### config.mk
export PLATFORM = sky130hd
export DESIGN_NAME = sdram_col_seq
export DESIGN_NICKNAME = d
export VERILOG_FILES = /design/src/rtl/colgen_pkg.sv /design/src/rtl/colgen_mode_reg.sv /design/src/rtl/colgen_burst_ctl.sv /design/src/rtl/colgen_addr_map.sv /design/src/rtl/sdram_col_seq.sv
export SDC_FILE = /design/constraint.sdc
export NUM_CORES = 1
export LEC_CHECK = 0
export ABC_CLOCK_PERIOD_IN_PS = 4000
export BUFFER_PORTS_ARGS = -buffer_cell sky130_fd_sc_hd__buf_2
export CORE_ASPECT_RATIO = 0.9
export CORE_UTILIZATION = 59
export DETAILED_ROUTE_END_ITERATION = 10
export PLACE_DENSITY = 0.82
export SLEW_MARGIN = 20
export SYNTH_ARGS = -nofsm -noshare
export SYNTH_HDL_FRONTEND = slang
export SYNTH_SLANG_ARGS = --single-unit
### constraint.sdc
create_clock -name clk -period 4 [get_ports clk]
set_input_delay 0.4 -clock clk [delete_from_list [all_inputs] [get_ports clk]]
set_output_delay 0.4 -clock clk [all_outputs]
set_load 0.02 [all_outputs]
### src/rtl/colgen_pkg.sv
package colgen_pkg;

  localparam int CL_W  = 2;
  localparam int LEN_W = 3;

  localparam logic [LEN_W-1:0] LEN_FULL = 3'd7;

  typedef struct packed {
    logic [CL_W-1:0]  cl;
    logic             ilv;
    logic [LEN_W-1:0] len;
  } burst_mode_t;

  localparam burst_mode_t MODE_RESET = '{cl: 2'd2, ilv: 1'b0, len: 3'd0};

  function automatic logic cl_code_ok(input logic [2:0] code);
    return (code == 3'd1) || (code == 3'd2) || (code == 3'd3);
  endfunction

  function automatic logic len_code_ok(input logic [LEN_W-1:0] code, input logic ilv);
    logic ok;
    case (code)
      3'd0, 3'd1, 3'd2, 3'd3: ok = 1'b1;
      LEN_FULL:               ok = ~ilv;
      default:                ok = 1'b0;
    endcase
    return ok;
  endfunction

endpackage

### src/rtl/colgen_mode_reg.sv
module colgen_mode_reg
  import colgen_pkg::*;
#(
  parameter int MODE_W = 12
) (
  input  logic              clk,
  input  logic              rst_n,
  input  logic              wr,
  input  logic [MODE_W-1:0] word,
  output burst_mode_t       mode,
  output logic              err
);

  localparam int RSV_LO = 7;

  burst_mode_t mode_q, mode_d;
  logic        err_q, err_d;
  logic        word_ok;

  always_comb begin
    word_ok = (word[MODE_W-1:RSV_LO] == '0)
            && cl_code_ok(word[6:4])
            && len_code_ok(word[2:0], word[3]);
  end

  always_comb begin
    mode_d = mode_q;
    err_d  = err_q;
    if (wr) begin
      if (word_ok) begin
        mode_d.cl  = word[5:4];
        mode_d.ilv = word[3];
        mode_d.len = word[2:0];
        err_d      = 1'b0;
      end else begin
        err_d      = 1'b1;
      end
    end
  end

  always_ff @(posedge clk or negedge rst_n) begin
    if (!rst_n) begin
      mode_q <= MODE_RESET;
      err_q  <= 1'b0;
    end else if (wr) begin
      mode_q <= mode_d;
      err_q  <= err_d;
    end
  end

  assign mode = mode_q;
  assign err  = err_q;

  AST_REJECT_KEEPS: assert property (@(posedge clk) disable iff (!rst_n)
    (wr && !word_ok) |=> ($stable(mode_q) && err_q));

  AST_IDLE_KEEPS: assert property (@(posedge clk) disable iff (!rst_n)
    !wr |=> $stable(mode_q));

  AST_CL_LEGAL: assert property (@(posedge clk) disable iff (!rst_n)
    mode_q.cl != 2'd0);

endmodule

### src/rtl/colgen_burst_ctl.sv
module colgen_burst_ctl
  import colgen_pkg::*;
#(
  parameter int COL_W = 9
) (
  input  logic             clk,
  input  logic             rst_n,
  input  logic             start,
  input  logic             restart,
  input  logic             stop,
  input  logic [COL_W-1:0] start_col,
  input  logic [LEN_W-1:0] cfg_len,
  input  logic             cfg_ilv,
  output logic             active,
  output logic             last,
  output logic [COL_W-1:0] beat,
  output logic [COL_W-1:0] base,
  output logic [COL_W-1:0] mask,
  output logic             ilv
);

  localparam logic [COL_W-1:0] ONE = COL_W'(1);

  logic             act_q, act_d;
  logic [COL_W-1:0] beat_q, beat_d;
  logic [COL_W-1:0] base_q, base_d;
  logic [LEN_W-1:0] len_q, len_d;
  logic             ilv_q, ilv_d;
  logic             full;
  logic             at_end;

  always_comb begin
    full = (len_q == LEN_FULL);
    mask = full ? '1 : ((ONE << len_q[1:0]) - ONE);
    at_end = act_q && !full && (beat_q == mask);
  end

  always_comb begin
    act_d  = act_q;
    beat_d = beat_q;
    base_d = base_q;
    len_d  = len_q;
    ilv_d  = ilv_q;
    if (start) begin
      act_d  = 1'b1;
      beat_d = '0;
      base_d = start_col;
      len_d  = cfg_len;
      ilv_d  = cfg_ilv;
    end else if (restart) begin
      act_d  = 1'b1;
      beat_d = '0;
    end else if (stop) begin
      act_d  = 1'b0;
    end else if (act_q) begin
      if (at_end) begin
        act_d  = 1'b0;
      end else begin
        beat_d = beat_q + ONE;
      end
    end
  end

  always_ff @(posedge clk or negedge rst_n) begin
    if (!rst_n) begin
      act_q  <= 1'b0;
      beat_q <= '0;
      base_q <= '0;
      len_q  <= MODE_RESET.len;
      ilv_q  <= MODE_RESET.ilv;
    end else begin
      act_q  <= act_d;
      beat_q <= beat_d;
      if (start) begin
        base_q <= base_d;
        len_q  <= len_d;
        ilv_q  <= ilv_d;
      end
    end
  end

  assign active = act_q;
  assign last   = at_end;
  assign beat   = beat_q;
  assign base   = base_q;
  assign ilv    = ilv_q;

  AST_CFG_FROZEN: assert property (@(posedge clk) disable iff (!rst_n)
    !start |=> ($stable(len_q) && $stable(ilv_q) && $stable(base_q)));

  AST_RESTART_ZERO: assert property (@(posedge clk) disable iff (!rst_n)
    (restart && !start) |=> (act_q && beat_q == '0));

endmodule

### src/rtl/colgen_addr_map.sv
module colgen_addr_map #(
  parameter int COL_W = 9
) (
  input  logic [COL_W-1:0] base,
  input  logic [COL_W-1:0] beat,
  input  logic [COL_W-1:0] mask,
  input  logic             ilv,
  output logic [COL_W-1:0] col
);

  logic [COL_W-1:0] seq_col;
  logic [COL_W-1:0] ilv_col;

  assign seq_col = base + beat;
  assign ilv_col = base ^ beat;

  for (genvar i = 0; i < COL_W; i++) begin : g_bit
    assign col[i] = mask[i] ? (ilv ? ilv_col[i] : seq_col[i]) : base[i];
  end

endmodule

### src/rtl/sdram_col_seq.sv
module sdram_col_seq
  import colgen_pkg::*;
#(
  parameter int COL_W  = 9,
  parameter int MODE_W = 12
) (
  input  logic              clk,
  input  logic              rst_n,
  input  logic              mode_wr,
  input  logic [MODE_W-1:0] mode_word,
  input  logic              start,
  input  logic              restart,
  input  logic              stop,
  input  logic [COL_W-1:0]  start_col,
  output logic [CL_W-1:0]   cas_lat,
  output logic              mode_err,
  output logic [COL_W-1:0]  col,
  output logic              col_valid,
  output logic              col_last
);

  burst_mode_t      mode;
  logic [COL_W-1:0] beat;
  logic [COL_W-1:0] base;
  logic [COL_W-1:0] mask;
  logic             ilv;

  colgen_mode_reg #(.MODE_W(MODE_W)) i_mode (
    .clk  (clk),
    .rst_n(rst_n),
    .wr   (mode_wr),
    .word (mode_word),
    .mode (mode),
    .err  (mode_err)
  );

  colgen_burst_ctl #(.COL_W(COL_W)) i_ctl (
    .clk      (clk),
    .rst_n    (rst_n),
    .start    (start),
    .restart  (restart),
    .stop     (stop),
    .start_col(start_col),
    .cfg_len  (mode.len),
    .cfg_ilv  (mode.ilv),
    .active   (col_valid),
    .last     (col_last),
    .beat     (beat),
    .base     (base),
    .mask     (mask),
    .ilv      (ilv)
  );

  colgen_addr_map #(.COL_W(COL_W)) i_map (
    .base(base),
    .beat(beat),
    .mask(mask),
    .ilv (ilv),
    .col (col)
  );

  assign cas_lat = mode.cl;

  AST_START_LOADS: assert property (@(posedge clk) disable iff (!rst_n)
    start |=> (col_valid && col == $past(start_col)));

  AST_STOP_ENDS: assert property (@(posedge clk) disable iff (!rst_n)
    (stop && !start && !restart) |=> !col_valid);

  AST_LAST_VALID: assert property (@(posedge clk) disable iff (!rst_n)
    col_last |-> col_valid);

  AST_LAST_ENDS: assert property (@(posedge clk) disable iff (!rst_n)
    (col_last && !start && !restart) |=> !col_valid);

  AST_RESTART_COL: assert property (@(posedge clk) disable iff (!rst_n)
    (restart && !start) |=> (col_valid && col == base));

  AST_UPPER_FIXED: assert property (@(posedge clk) disable iff (!rst_n)
    (col_valid && !start && !restart) |=> (!col_valid || ((col ^ $past(col)) & ~mask) == '0));

endmodule

==> Yosys cells after proc, flatten, opt, wreduce, memory -nomap -nowiden <==
Cells that the tools add are included.
{ "classes": {"shift": 1, "n_addsub": 3, "n_mux": 31, "n_eq_ne": 11, "n_reduce_logical": 13, "bitwise_logic": 2} }
{ "op_table": {"columns": ["op", "count"], "rows": [
  ["two-way mux 9 bit", 6],
  ["two-way mux 1 bit", 24],
  ["== test 3 x 2 -> 1 bit, second input constant", 4],
  ["adder 9 x 1 -> 9 bit, second input constant", 1],
  ["adder 9 bit", 1],
  ["== test 9 bit", 1],
  ["left shift 1 x 2 -> 9 bit, first input constant", 1],
  ["subtractor 9 x 1 -> 9 bit, second input constant", 1],
  ["XOR 9 bit", 1],
  ["== test 3 x 1 -> 1 bit, second input constant", 2],
  ["== test 3 bit, second input constant", 2],
  ["!= test 3 bit, second input constant", 2],
  ["zero test 5 bit", 1],
  ["logical AND 1 bit", 4],
  ["OR reduction 4 bit", 1],
  ["zero test 3 bit", 1],
  ["AND reduction 3 bit", 1],
  ["nonzero test 3 bit", 1],
  ["logical OR 1 bit", 2],
  ["case mux 1 bit (2 select lines)", 1],
  ["AND reduction 2 bit", 1],
  ["zero test 1 bit", 1],
  ["NOT 1 bit", 1]
]} }
{ "totals": {"regBits": 30, "wordCells": 70, "out_inout_bits": 14, "in_bits": 27} }

==> Logic depth before layout (Yosys ltp) <==
Gate-level depths: netlist of run 1.
{ "logic_depth": {"word_depth": 10, "depth_mapped": 8} }

==> Modules after synthesis <==
Synthesis of run 1 repeated with hierarchy kept, for this count alone.
{ "unflattened": {"cells_unflattened": 199, "area_unflattened_um2": 2013.2} }
{ "by_module_without_submodules": {"columns": ["module", "instances", "cells_each", "seq_area_each_um2", "area_per_inst_um2"], "rows": [
  ["colgen_burst_ctl", 1, 105, 575.6, 1177.4],
  ["colgen_addr_map", 1, 72, 0.0, 515.5],
  ["colgen_mode_reg", 1, 22, 176.4, 320.3]
]} }

==> Least setup slack after synthesis of run 1 <==
OpenSTA, ideal clock, no wires.
{ "synth_timing": {"path_type": "flip-flop to output port", "startpoint": "reg i_ctl.beat_q[0], in the netlist i_ctl.beat[0]", "endpoint": "out col[8]", "slack_ps": 1501, "t_arrival_ps": 2099, "required_ps": 3600, "stages_incl_launch_ff": 9, "cell_sequence": "dfrtp_1 -> ha_1 -> inv_1 -> fa_1 -> nor2b_1 -> o31a_1 -> a41oi_1 -> a21boi_1 -> nor3_1"} }
{ "synth_between": {"elab_chain_len": 3} }
{ "synth_lines": {"columns": ["item", "line", "rtl"], "rows": [
  ["from (decl)", "colgen_burst_ctl.sv:25", "logic [COL_W-1:0] beat_q, beat_d;"],
  ["from (signal assigned)", "colgen_burst_ctl.sv:73", "beat_q <= beat_d;"],
  ["adder 9 bit", "colgen_addr_map.sv:14", "assign seq_col = base + beat;"],
  ["two-way mux 1 bit (2 in series)", "colgen_addr_map.sv:18", "assign col[i] = mask[i] ? (ilv ? ilv_col[i] : seq_col[i]) : base[i];"],
  ["to (decl)", "sdram_col_seq.sv:17", "output logic [COL_W-1:0] col,"]
]} }
Every way passes these cells.

==> Final worst setup path of run 1 <==
{ "layout_timing": {"startpoint": "reg i_ctl.beat_q[0], in the netlist i_ctl.beat[0]", "endpoint": "out col[6]"} }
The elaborated chain is that of the path after synthesis.

==> qor.csv, run 1 <==
stage,metric,value,unit
die,ios,41,
finish,final_util,73.72,%
clock_tree,ctsRootBufferMaster,clkbuf_8,
die,chipWidth,63.40,microns
clock_tree,cts_resized,0,
global_routing,grt.total_usage,25.58,%
clock_tree,cts_hold_buffers,0,
clock_tree,cts_buffer_depth,2,
place,gp_congestion,0.8435,
logic_synthesis,synth_edf_count,0,
critical_path,cp-start-kind,flop,
logic_synthesis,avgSynthCellArea,9.862,sq um
critical_path,crit_type,reg -> out,
drt,ant_nets,0,
logic_synthesis,synthCells,203,
clock_tree,cts_tree,yes,
power,powerDensity,334.1,nW/um^2
logic_synthesis,yosysWarnings,0,
clock_tree,insertion_delay,0.29,ns
logic_synthesis,ys_async_sr_fraction,100.0,%
critical_path,critPathArrivalTime,2.56,ns
drt,drcViolationCount,0,
sta,worst_pin_slew,0.6248,ns
sta,maxSlewViolCount,0,
drt,drt_wl_total,4127,microns
sta,hold_viol_final,0,
global_routing,antenna_found_initial,0,
place,numPortBuffers,40,
logic_synthesis,synth_top_area_share,36.25,%
logic_synthesis,synth_area,2002,sq um
logic_synthesis,ys_ff_latch,30,
sta,finalHoldWorstSlack,0.1252,ns
die,die_area,3630,sq um
power,leakage,1.074,nW
flow_run,max_cap_viol_count,0,
critical_path,critPathRequiredTime,3.60,ns
finish,areaGrowthSynthToFinish,15.56,%
global_routing,grt_first_pass_wirelength,6975,microns
logic_synthesis,ys.flop_type,dfrtp_1,
drt,wl_per_cell,14.38,microns
die,start_util,63.80,%
sta,final.min_clock_period,2.958,ns
logic_synthesis,ys_seq_area_share,37.56,%
power,irDropWorstVdd,0.2434,mV
die,core_area,3138,sq um
die,die_h,57.26,microns
finish,drive_gt1_share,33.06,%
global_routing,grt_pass1_vias,1564,
clock_tree,htree_levels,2,
drt,num_vias,1643,
hold_path,hp-class,in -> async,
global_routing,grt_max_degree,31,
clock_tree,post_cts_buffers,0,
clock_tree,cts_inserted_buffers,5,
sta,setup_viol,0,
global_routing,gr-total-overflow,0,
sta,rsz0062_at_grt,no,
drt,dr.pass1.iters,4,
run_status,status,completed,
die,placementRows,19,
logic_synthesis,synth_top_cell_by_area,dfrtp_1,
clock_tree,cts.sinks,30,
finish,layout_commonest_cell,buf_2,
sta,fin_worst_skew,0.005549,ns
logic_synthesis,synth_nets,241,
drt,first_iter_violations,80,
logic_synthesis,yosysUniqueCellTypes,51,
drt,avgViaCountPerCell,5.725,
logic_synthesis,ys_top_cells_by_area,"dfrtp_1, mux2_2, ha_1",
finish,num-nets-final,282,
finish,n_antenna_cell,0,
critical_path,endpoint_kind,output port,
sta,period_share,73.95,%
sta,setup_tns,0,ns
sta,relSlewSlack,58.03,%
finish,final_cell_mix,"buf_2, dfrtp_1, nor2_1",
place,dp_hpwl,3177,microns
sta,max_clock_freq,338.1,MHz
power,finalPower,0.7729,mW
critical_path,worst-path-max-fanout,6,
clock_tree,clk_pin_slew,0.07,ns
through the flow:
stage / instances / cell area, sq um / setup WS [ns]
2_1_floorplan: 203 / 2002 / 1.501
3_3_place_gp: 279 / 2222 / 1.446
3_5_place_dp: 279 / 2222 / 1.413
4_1_cts: 287 / 2313 / 1.057
5_1_grt: 287 / 2313 / 0.8696
6_report: 287 / 2313 / 1.042
area by class of cell:
cell class	instances	area, sq um
multi-input combinational	159	1187
fill	258	824.5
sequential	30	752.0
timing repair buffer	40	200.2
clock buffer	7	86.33
tap	42	52.55
inverter	8	30.03
clock inverter	1	5.005
where the power goes:
group / leakage [nW] / total, mW / switching, mW / internal, mW
sequential: 0.384 / 0.345 / 0.0224 / 0.323
clock: 0.0482 / 0.254 / 0.115 / 0.139
combinational: 0.642 / 0.174 / 0.0982 / 0.0762
total: 1.07 / 0.773 / 0.236 / 0.537
Yosys cell counts (2+ instances only):
master / n
a21oi_1: 11
and4b_1: 2
or3_1: 4
or2_2: 4
or4_1: 2
buf_1: 2
nand2_1: 16
o21a_1: 2
nor2_1: 20
ha_1: 10
a31oi_1: 2
mux2_2: 12
nand4_1: 2
nand2b_1: 2
nor3_1: 2
and3_1: 4
o21ai_0: 10
dfrtp_1: 29
buf_2: 2
xor2_1: 5
o21ai_1: 5
o31a_1: 2
nor2b_1: 3
nand3_1: 6
inv_1: 7
mux2_4: 6
xnor2_1: 6
a2111oi_0: 2
cell families after synthesis:
kind of cell,count (synthesis),synth area share [%]
adders and majority gates,11,7.250
AOI/OAI and AO/OA,44,14.13
buffers and inverters,14,3.125
and+or+nand+nor,74,21.19
xor gates and xnor gates,11,4.812
muxes,19,11.94
DFF,30,37.56
registers in the layout (all words and copies together) (netlist names):
name,count
i_mode.mode,6
i_ctl.beat,9
i_mode.err,1
i_ctl.base,9
i_ctl.ilv,1
i_ctl.active,1
i_ctl.len_q,3
worst max-delay path, cell delays in order (launching register included):
cell     delay, ns
dfrtp_1       0.46
ha_1          0.25
inv_1         0.08
fa_1          0.39
nor2b_1       0.15
o31a_1        0.16
o21ai_1       0.07
and4b_1       0.20
or3_1         0.33
buf_2         0.16
path summary, 6_finish.rpt:
check                      slack (ns)             to           start  cells after the start
max in group asynchronous        3.46      i_ctl.ilv           rst_n                      1
min in group clk                 0.32  i_ctl.base[1]    start_col[1]                      3
min reg2reg                      0.49     i_mode.err      i_mode.err                      2
min                              0.13  i_ctl.beat[2]           rst_n                      1
max reg2reg                      1.77  i_ctl.beat[3]  i_ctl.len_q[0]                      7
max                              1.04         col[6]   i_ctl.beat[0]                      9
layer usage:
layer	global-route usage, %	part of all wire (%)	vias to the layer above
met5	0	0	-
met3	5.600	4.4	8
met4	10.71	1.8	0
li1	-	-	814
met2	42.25	48	42
met1	32.64	46	779
Note: power is estimated with default switching activity, not from simulation.
==> run 2: changes to the inputs <==
--- a/config.mk
+++ b/config.mk
@@ -5,12 +5,13 @@
 export SDC_FILE = /design/constraint.sdc
 export NUM_CORES = 1
 export LEC_CHECK = 0
-export ABC_CLOCK_PERIOD_IN_PS = 4000
+export ABC_AREA = 1
+export ABC_CLOCK_PERIOD_IN_PS = 2800
 export BUFFER_PORTS_ARGS = -buffer_cell sky130_fd_sc_hd__buf_2
 export CORE_ASPECT_RATIO = 0.9
-export CORE_UTILIZATION = 59
+export CORE_UTILIZATION = 56
 export DETAILED_ROUTE_END_ITERATION = 10
-export PLACE_DENSITY = 0.82
+export PLACE_DENSITY = 0.78
 export SLEW_MARGIN = 20
 export SYNTH_ARGS = -nofsm -noshare
 export SYNTH_HDL_FRONTEND = slang
==> constraint.sdc (replaced) <==
create_clock -name clk -period 2.8 [get_ports clk]
set_input_delay 0.28 -clock clk [delete_from_list [all_inputs] [get_ports clk]]
set_output_delay 0.28 -clock clk [all_outputs]
set_load 0.02 [all_outputs]
==> run 2 against run 1 <==
  * Cell count grew 34%
  * Sequential share of layout area shrank 2.2 points
  * Via count grew 22%
  * Power grew 47%
  * Clock power grew 43%
  * Largest power group unchanged
  * Highest routed layer unchanged
==> qor.csv, run 2 <==
stage,metric,value,unit,change
run_status,status,completed,,unchanged
clock_tree,cts.sinks,30,,unchanged
die,ios,41,,unchanged
critical_path,cp_num_cells,15,,was 9
flow_run,max_cap_viol_count,0,,unchanged
sta,fin_worst_skew,0.008373,ns,was 0.005549 ns
global_routing,grt_first_pass_wirelength,8045,microns,was 6975 microns
die,die_area,4090,sq um,was 3630 sq um
critical_path,endpoint_kind,output port,,unchanged
global_routing,grt.total_usage,26.87,%,was 25.58%
sta,max_clock_freq,392.3,MHz,
clock_tree,cts_hold_buffers,0,,unchanged
clock_tree,cts_inserted_buffers,5,,unchanged
critical_path,critPathArrivalTime,2.27,ns,was 2.56 ns
finish,fillers,304,,was 258
finish,layout_commonest_cell,nand2_1,,was buf_2
finish,n_antenna_cell,0,,unchanged
logic_synthesis,ys_top_cells_by_area,"dfrtp_1, nand2_1, inv_1",,"was dfrtp_1, mux2_2, ha_1"
sta,relSlewSlack,54.60,%,was 58.03%
logic_synthesis,avgSynthCellArea,7.262,sq um,was 9.862 sq um
clock_tree,post_cts_buffers,0,,unchanged
critical_path,crit_type,reg -> out,,unchanged
finish,drive_gt1_share,22.94,%,was 33.06%
critical_path,critPathRequiredTime,2.52,ns,was 3.60 ns
global_routing,gr-total-overflow,0,,unchanged
global_routing,antenna_found_initial,0,,unchanged
clock_tree,clk_pin_slew,0.07,ns,about the same
logic_synthesis,yosysWarnings,0,,unchanged
drt,wl_per_cell,12.47,microns,was 14.38 microns
logic_synthesis,ys.flop_type,dfrtp_1,,unchanged
sta,worst_pin_slew,0.6811,ns,was 0.6248 ns
clock_tree,insertion_delay,0.28,ns,was 0.29 ns
place,dp_hpwl,3653,microns,was 3177 microns
logic_synthesis,synth_top_area_share,33.76,%,was 36.25%
critical_path,slowest_stage,dfrtp_1,,unchanged
hold_path,hp-class,in -> async,,unchanged
sta,maxSlewViolCount,0,,unchanged
critical_path,path_common_cell,nand2_1,,
logic_synthesis,synthCells,296,,was 203
clock_tree,ctsRootBufferMaster,clkbuf_8,,unchanged
logic_synthesis,ys_seq_area_share,34.98,%,was 37.56%
finish,instances_no_fill,384,,was 287
critical_path,crit_chain,"ha_1, inv_1, fa_1, inv_1, nand3_1, nand2_1, nand2_1, nand2_1, nand2_1, nand2_1, nand2_1, nand2_1, nand2_1, nand2_1, buf_2",,"was ha_1, inv_1, fa_1, nor2b_1, o31a_1, o21ai_1, and4b_1, or3_1, buf_2"
logic_synthesis,synth_top_cell_by_area,dfrtp_1,,unchanged
place,dp_cells,376,,was 279
drt,num_vias,2010,,was 1643
finish,areaGrowthSynthToFinish,15.37,%,was 15.56%
global_routing,grt_pass1_vias,1781,,was 1564
drt,ant_nets,0,,unchanged
sta,final.min_clock_period,2.549,ns,
critical_path,worst-path-max-fanout,9,,was 6
die,core_area,3528,sq um,was 3138 sq um
power,irDropWorstVdd,0.3606,mV,was 0.2434 mV
drt,drcViolationCount,0,,unchanged
logic_synthesis,synth_edf_count,0,,unchanged
die,start_util,60.92,%,was 63.80%
drt,dr.pass1.iters,4,,unchanged
logic_synthesis,yosysUniqueCellTypes,33,,was 51
critical_path,cp-start-kind,flop,,unchanged
clock_tree,cts_resized,0,,unchanged
logic_synthesis,synth_most_common_cell,nand2_1,,was dfrtp_1
sta,finalHoldWorstSlack,0.04004,ns,was 0.1252 ns
place,gp_congestion,0.8881,,was 0.8435
power,leakage,1.332,nW,was 1.074 nW
logic_synthesis,ys_async_sr_fraction,100.0,%,unchanged
clock_tree,cts_tree,yes,,unchanged
die,placementRows,20,,was 19
clock_tree,htree_levels,2,,unchanged
critical_path,critPathBufInv,3,,was 2
drt,highest_layer,met4,,unchanged
power,powerDensity,458.6,nW/um^2,was 334.1 nW/um^2
logic_synthesis,yosys-top-cells-count,"nand2_1, inv_1, dfrtp_1, nand3_1, nor2_1",,"was dfrtp_1, nor2_1, nand2_1, mux2_2, a21oi_1"
logic_synthesis,synth_nets,334,,was 241
sta,setup_viol,0,,unchanged
critical_path,crit_path_max_incr_delay,0.51,ns,was 0.46 ns
sta,hold_viol_final,0,,unchanged
drt,wl_met3,229,microns,was 180 microns
finish,num-nets-final,377,,was 282
drt,dr_wl_met2,2168,microns,was 1968 microns
global_routing,grt_max_degree,31,,unchanged
sta,setup_tns,0,ns,unchanged
place,numPortBuffers,40,,unchanged
drt,drt_wl_total,4789,microns,was 4127 microns
critical_path,reg2reg_depth,13,,was 7
die,die_h,60.78,microns,was 57.26 microns
clock_tree,cts_buffer_depth,2,,unchanged
drt,avgViaCountPerCell,5.234,,was 5.725
finish,final_cell_mix,"nand2_1, buf_2, inv_1",,"was buf_2, dfrtp_1, nor2_1"
drt,met1_length,2353,microns,was 1902 microns
critical_path,critical_path.top_delay_family,adder cells,,was simple AND/OR/NAND/NOR gates
logic_synthesis,synth_area,2150,sq um,was 2002 sq um
sta,period_share,91.05,%,
logic_synthesis,ys_ff_latch,30,,unchanged
die,chipWidth,67.31,microns,was 63.40 microns
sta,rsz0062_at_grt,no,,unchanged
drt,first_iter_violations,97,,was 80
[run 2: power by group]
part	internal [mW]	leakage [nW]	switching (mW)
combinational	0.105	0.900	0.183
sequential	0.461	0.384	0.0253
clock	0.198	0.0482	0.165
total	0.764	1.33	0.373
[run 2: worst reg2reg max path: cells and delay by family, from the launching register on]
kind / cells / cell delay, ns
adder cells (fa/ha/maj): 1 / 0.22
buffers and inverters: 2 / 0.17
flip-flops: 1 / 0.43
AND/OR/NAND/NOR: 10 / 0.97
[run 2: per-layer routing]
metal | vias up | track usage (%)
met5 | - | 0
met4 | 0 | 7.903
met1 | 921 | 36.45
met2 | 49 | 43.86
li1 | 1036 | -
met3 | 4 | 5.075
[run 2: cells by family after synthesis]
kind of cell / after synthesis / share of synthesized area (%)
fa+ha+maj: 11 / 6.752
flops: 30 / 34.98
buf+inv: 48 / 8.439
compound gates: 30 / 7.451
simple gates: 163 / 35.62
mux: 9 / 4.715
xor+xnor: 5 / 2.038
[run 2: final timing paths]
| check | startpoint | to | slack [ns] |
|---|---|---|---|
| setup / recovery | i_ctl.beat[0] | col[8] | 0.25 |
| min in group clk | start_col[0] | i_ctl.base[0] | 0.21 |
| max in group asynchronous | rst_n | i_ctl.base[5] | 2.31 |
| hold / removal | rst_n | i_mode.mode[1] | 0.04 |
| hold reg to reg | i_mode.err | i_mode.err | 0.47 |
| setup reg to reg | i_ctl.len_q[0] | i_ctl.beat[5] | 0.90 |
[run 2: through the flow]
| step | util (%) | power [mW] | setup WS [ns] | instance area [sq um] |
|---|---|---|---|---|
| 5_1_grt | 70.28 | 1.200 | 0.04641 | 2480 |
| 3_5_place_dp | 67.70 | 0.7821 | 0.5872 | 2389 |
| 3_3_place_gp | 67.70 | 0.7771 | 0.6374 | 2389 |
| 2_1_floorplan | - | 0.6926 | 0.5913 | 2150 |
| 6_report | 70.28 | 1.137 | 0.2506 | 2480 |
| 4_1_cts | 70.28 | 1.142 | 0.2698 | 2480 |
[run 2: area by class of cell]
class,instances,area [sq um],area share (%)
clock buffers,7,86.33,3.481
clock inverters,1,5.005,0.2018
inverters,44,165.2,6.660
multi-input cells,218,1216,49.04
flip-flops and latches,30,752.0,30.32
well taps,44,55.05,2.220
repair buffers,40,200.2,8.073
